**src/rtl/burst_pkg.sv**
```systemverilog
package burst_pkg;
  typedef enum logic {
    ORDER_LINEAR     = 1'b0,
    ORDER_INTERLEAVE = 1'b1
  } order_e;
endpackage

```
**src/rtl/burst_beat_ctr.sv**
```systemverilog
module burst_beat_ctr #(
  parameter int BEAT_W = 2
) (
  input  logic              clk,
  input  logic              rst,
  input  logic              ld_i,
  input  logic              adv_n_i,
  output logic [BEAT_W-1:0] beat_o
);
  localparam logic [BEAT_W-1:0] ONE = BEAT_W'(1);

  logic [BEAT_W-1:0] beat_q;

  // Load wins over advance; the count wraps naturally at 2**BEAT_W.
  always_ff @(posedge clk) begin
    if (rst)           beat_q <= '0;
    else if (ld_i)     beat_q <= '0;
    else if (!adv_n_i) beat_q <= beat_q + ONE;
  end

  assign beat_o = beat_q;

  AST_BEAT_CLEAR: assert property (@(posedge clk) disable iff (rst)
    ld_i |=> (beat_o == '0));
  AST_BEAT_HOLD: assert property (@(posedge clk) disable iff (rst)
    (!ld_i && adv_n_i) |=> $stable(beat_o));
  AST_BEAT_STEP: assert property (@(posedge clk) disable iff (rst)
    (!ld_i && !adv_n_i) |=> (beat_o == $past(beat_o) + ONE));
endmodule

```
**src/rtl/burst_order_map.sv**
```systemverilog
module burst_order_map
  import burst_pkg::*;
#(
  parameter int BEAT_W = 2
) (
  input  logic [BEAT_W-1:0] start_i,
  input  logic [BEAT_W-1:0] beat_i,
  input  order_e            order_i,
  output logic [BEAT_W-1:0] lane_o
);
  logic [BEAT_W-1:0] lin_lane;
  logic [BEAT_W-1:0] ilv_lane;

  assign lin_lane = start_i + beat_i;

  for (genvar b = 0; b < BEAT_W; b++) begin : g_ilv
    assign ilv_lane[b] = start_i[b] ^ beat_i[b];
  end

  always_comb begin
    if (order_i == ORDER_INTERLEAVE) lane_o = ilv_lane;
    else                             lane_o = lin_lane;
  end
endmodule

```
**src/rtl/burst_start_reg.sv**
```systemverilog
module burst_start_reg
  import burst_pkg::*;
#(
  parameter int ADDR_W = 20
) (
  input  logic              clk,
  input  logic              rst,
  input  logic              ld_i,
  input  logic              mode_i,
  input  logic [ADDR_W-1:0] start_addr_i,
  output logic [ADDR_W-1:0] base_o,
  output order_e            order_o
);
  logic [ADDR_W-1:0] base_q;
  order_e            order_q;

  always_ff @(posedge clk) begin
    if (rst) begin
      base_q  <= '0;
      order_q <= ORDER_LINEAR;
    end else if (ld_i) begin
      base_q  <= start_addr_i;
      order_q <= order_e'(mode_i);
    end
  end

  assign base_o  = base_q;
  assign order_o = order_q;

  AST_ORDER_LATCHED: assert property (@(posedge clk) disable iff (rst)
    !ld_i |=> $stable(order_o));
endmodule

```
**src/rtl/burst_addr_gen.sv**
```systemverilog
module burst_addr_gen
  import burst_pkg::*;
#(
  parameter int ADDR_W = 20,
  parameter int BEAT_W = 2
) (
  input  logic              clk,
  input  logic              rst,
  input  logic              ld_i,
  input  logic              adv_n_i,
  input  logic              mode_i,
  input  logic [ADDR_W-1:0] start_addr_i,
  output logic [ADDR_W-1:0] addr_o
);
  localparam int HI_W = ADDR_W - BEAT_W;

  logic [ADDR_W-1:0] base;
  order_e            order;
  logic [BEAT_W-1:0] beat;
  logic [BEAT_W-1:0] lane;
  logic [ADDR_W-1:0] burst_addr;

  burst_start_reg #(.ADDR_W(ADDR_W)) i_start (
    .clk(clk), .rst(rst), .ld_i(ld_i), .mode_i(mode_i),
    .start_addr_i(start_addr_i), .base_o(base), .order_o(order)
  );

  burst_beat_ctr #(.BEAT_W(BEAT_W)) i_beat (
    .clk(clk), .rst(rst), .ld_i(ld_i), .adv_n_i(adv_n_i), .beat_o(beat)
  );

  burst_order_map #(.BEAT_W(BEAT_W)) i_map (
    .start_i(base[BEAT_W-1:0]), .beat_i(beat), .order_i(order), .lane_o(lane)
  );

  assign burst_addr = {base[ADDR_W-1:BEAT_W], lane};
  // The start address bypasses the registers in its load cycle.
  assign addr_o = ld_i ? start_addr_i : burst_addr;

  AST_FIRST_BEAT: assert property (@(posedge clk) disable iff (rst)
    ld_i |=> (ld_i || addr_o == $past(start_addr_i)));
  AST_UPPER_KEEP: assert property (@(posedge clk) disable iff (rst)
    !ld_i |=> (ld_i || addr_o[ADDR_W-1:BEAT_W] ==
               $past(addr_o[ADDR_W-1:BEAT_W])));
  AST_HI_WIDTH: assert property (@(posedge clk) disable iff (rst)
    (!ld_i && adv_n_i) |=> (ld_i || $stable(addr_o)));

  initial begin
    assert (HI_W >= 1);
  end
endmodule

```
**config.mk**
```make
export PLATFORM = sky130hd
export DESIGN_NAME = burst_addr_gen
export DESIGN_NICKNAME = d
export VERILOG_FILES = /design/src/rtl/burst_pkg.sv /design/src/rtl/burst_beat_ctr.sv /design/src/rtl/burst_order_map.sv /design/src/rtl/burst_start_reg.sv /design/src/rtl/burst_addr_gen.sv
export SDC_FILE = /design/constraint.sdc
export NUM_CORES = 1
export LEC_CHECK = 0
export CAP_MARGIN = 20
export CORE_MARGIN = 1
export CORE_UTILIZATION = 55
export CTS_CLUSTER_SIZE = 25
export DETAILED_ROUTE_END_ITERATION = 10
export DONT_BUFFER_PORTS = 1
export PLACE_DENSITY = 0.7
export SYNTH_ARGS = -nofsm -noshare
export SYNTH_HDL_FRONTEND = slang
export SYNTH_SLANG_ARGS = --single-unit
```
**constraint.sdc**
```tcl
create_clock -name clk -period 1.28 [get_ports clk]
set_clock_uncertainty 0.15 [all_clocks]
set_input_delay 0.192 -clock clk [delete_from_list [all_inputs] [get_ports clk]]
set_output_delay 0.192 -clock clk [all_outputs]
set_load 0.005 [all_outputs]
```
==> results.md <==
- The post-synthesis xor/xnor area fraction is 0.0262.
- The aggregate global-route resource usage is 0.155.
- The post-synthesis instance area is 1000 um^2.
- The clock period minus final worst setup slack is 1.52 ns.
- Excluding fillers, the count of instances in the completed layout stands at 115.
- The total wirelength of the detailed-routed design is 1480 um.
- The number of placed instances, taps included, is 104.
- For the pin with the worst max-slew slack, the measured transition is 0.978 ns.
- The headroom to the max-slew limit is 0.348.
- The commonest non-fill, non-tap cell in the layout is dfxtp_1.
- The cell type with the largest total area after synthesis is dfxtp_1.
- TritonCTS built the clock tree.
- The number of clock sinks is 23.
- The count of standard-cell rows is 15.
- The maximum level of the CTS H-tree is 1.
- The share of the synthesized area in the top cell type is 0.459.
- The post-CTS clock slew at the launch and capture registers of the worst setup and hold paths is 0.12 ns.
- Synthesis instantiated 22 different standard cells from the library.
- The critical path required time is 0.94 ns.
- In this run the vertical extent of the chip is 44.7 um.
- The layout has 142 filler cells.
- The share of the synthesized area in compound gates (AO/OA/AOI/OAI) is 0.0200.
- The first-pass GRT wire length is 2230 um.
- Of the cells placed in the final design, the portion with a size suffix greater than 1 is 0.389.
- For this run, the number of Yosys warnings is 0.
- The number of nets still failing antenna checks after routing is 0.
- Ranked by total cell area, the synthesized netlist is headed by dfxtp_1 (46%), mux2_4 (12%), mux2_2 (11%).
- The worst setup slack before clock tree synthesis is 0.0146 ns.
- From left edge to right edge, the die measures 44.7 um.
- Based on the critical path, the design can be clocked at up to 0.657 GHz.
- The critical path data arrival time is 1.18 ns.
- The setup slack of the most critical reg-to-reg path is 0.12 ns.
- The final-report setup violation count is 2.
- The layout-stage area growth over the synthesis result is 13.0%.
- The least setup slack across all paths after layout is -0.243 ns.
- The worst hold path was traced through 2 stages.
- The root buffer cell is clkbuf_4.
- The count of inserted antenna diode cells is 0.
- The initial cell density of the core is 0.587.
- The pin count of the biggest net entering global routing is 24.
- The number of nets produced by synthesis is 110.
- Setup total negative slack on the finished layout was measured at -0.353 ns.
- The detailed router's first-iteration violation count is 1.
- The synthesized flop and latch total is 23.
- The kind of start point of the critical path is a flip-flop.
- The clock reaches the later pin of the worst-skew pair after 0.29 ns.
- The run finished, with violations left.
- The classification of the worst-slack hold path is input port to flip-flop.
- No sink is reached through more buffers than the 2 on the longest clock path.
- The count of mapped cells out of synthesis is 84.
- In the routed layout, each cell is associated on average with a via count of 5.00.
- The number of vias after detailed routing is 575.
- The number of I/O port buffers is 0.
- Summing all placed instances gives a cell area of 986 um^2.
- Dividing total power by cell area gives a power density of 1130 nW/um^2.
- The number of global-route vias before repair is 510.
- In the layout the commonest cells are dfxtp_1 (21), nor2b_1 (16), mux2_2 (10).
- The number of pins exceeding their max-slew limit in the final report is 0.
- The portion of synthesized area spent on multiplexers is 0.242.
- The final period utilization is 1.19.
- The max-cap check violation count is 0.
- The hold violation count in the final report came to 0.
- For this run, the post-layout net count is 117.
- Setup repair after global routing could not meet its margin everywhere.
- Of the total synthesized cell area, the portion taken by full adders, half adders and majority gates is 0.0125.
- Of the total synthesized cell area, the portion taken by AND, OR, NAND and NOR gates is 0.189.
- The depth of the worst register-to-register path is 4.
- After detailed routing, the number of remaining DRC violations is 0.
- The top-level I/O count is 45.
- Dividing the detail-routed wire length by the instance count gives 12.9 um.
- In this run the static leakage power is 0.470 nW.
- Routability-driven placement finished with a final weighted congestion of 0.582.
- The number of clock buffers inserted by TritonCTS is 3.
- Of all nets on the critical path, the largest fanout is 2.
- The initial antenna violation count came to 0.
- The maximum vdd drop is 0.754 mV.
- The worst setup path is captured at an output port.
- In this design, the stage delay of the slowest critical-path cell is 0.35 ns.
- The core region is 1710 um^2.
- The sum of overflow across all layers after global routing is 0.
- A synthesized cell averages 11.9 um^2.
- The finished cells cover 1130 um^2.
- Of the synthesized area, sequential elements account for 0.459.
- After synthesis, the largest family of logic cells by area is multiplexers.
- The die covers 2000 um^2.
- The library cell contributing the largest single delay on the critical path is dfxtp_2.
- The final reports fail on setup timing.
- The iteration count of the initial detailed-routing pass is 4.
- The detailed placer's ending HPWL is 906 um.
- The signal on the critical path passes through ha_4 -> nor2b_4 -> xnor2_2 -> o21ai_2.
- The setup path with the least slack is of type flip-flop to output port.
==> sequential cells by signal, summed over array words and instances, names as in the netlist <==
register         count
i_beat.beat_o        2
i_start.order_o      1
i_start.base_o      20
==> critical path, delay by kind of cell, from the launching register on <==
family	cells	cell delay, ns
DFF	1	0.35
adders and majority gates	1	0.15
AOI/OAI and AO/OA	1	0.13
xor gates and xnor gates	1	0.13
and+or+nand+nor	1	0.12
==> power breakdown <==
group	internal (mW)	switching (mW)	total [mW]
clock	0.121	0.199	0.320
combinational	0.114	0.0708	0.185
sequential	0.757	0.0145	0.771
==> metrics by stage <==
stage / power [mW] / hold slack [ns] / util
after floorplan: 0.944 / 0.114 / -
after global placement: 0.922 / 0.110 / 0.577
after detailed placement: 0.925 / 0.110 / 0.577
after CTS: 1.28 / 0.00428 / 0.648
after global routing: 1.34 / 0.00285 / 0.663
final: 1.28 / 0.0140 / 0.663
==> metal layers <==
metal | part of all wire | up-vias | global-route usage
li1 | - | 286 | -
met1 | 0.44 | 262 | 0.199
met2 | 0.48 | 25 | 0.241
met3 | 0.063 | 2 | 0.0449
met4 | 0.013 | 0 | 0.0727
met5 | 0 | - | 0
==> cells by family after synthesis <==
family / Yosys count
XOR/XNOR: 3
multiplexers: 19
flip-flops: 23
AND/OR/NAND/NOR: 28
adder cells (fa/ha/maj): 1
AO/OA/AOI/OAI: 4
buffers and inverters: 6
==> area by class of cell <==
| type | count | area (um^2) | share of cell area |
|---|---|---|---|
| well taps | 25 | 31.3 | 0.0276 |
| multi-input cells | 55 | 536 | 0.473 |
| clock buffers | 4 | 26.3 | 0.0232 |
| repair buffers | 7 | 72.6 | 0.0641 |
| inverters | 1 | 3.75 | 0.00331 |
| flip-flops and latches | 23 | 463 | 0.409 |
==> final timing paths <==
kind	start	end
worst max-delay path	i_beat.beat_o[0]	addr_o[1]
worst min-delay path	start_addr_i[13]	i_start.base_o[13]
worst max register to register	i_beat.beat_o[0]	i_beat.beat_o[1]
worst min register to register	i_start.base_o[0]	i_start.base_o[0]
==> cell usage after synthesis <==
cell and number:
nor4_1 1, nand2b_1 2, o21ai_0 2, ha_1 1, nor2_1 1, buf_6 1
mux2_2 10, xnor2_1 2, nor2b_1 18, mux2i_1 1, nor2b_4 3, clkbuf_1 1
xor2_1 1, buf_2 1, mux2_4 8, a21oi_1 2, nor3_1 1, buf_12 1
nand2_1 2, inv_1 1, dfxtp_1 23, buf_4 1
==> repair_timing <==
action | in CTS | in global routing
setup buffers | 1 | 0
resized for setup | 10 | 6
endpoints found under the setup margin | 2 | 25
pin swaps | 2 | 3
hold buffers | 6 | 0
hold endpoints to repair | 23 | 0
Power figures use the tool's default switching activity.
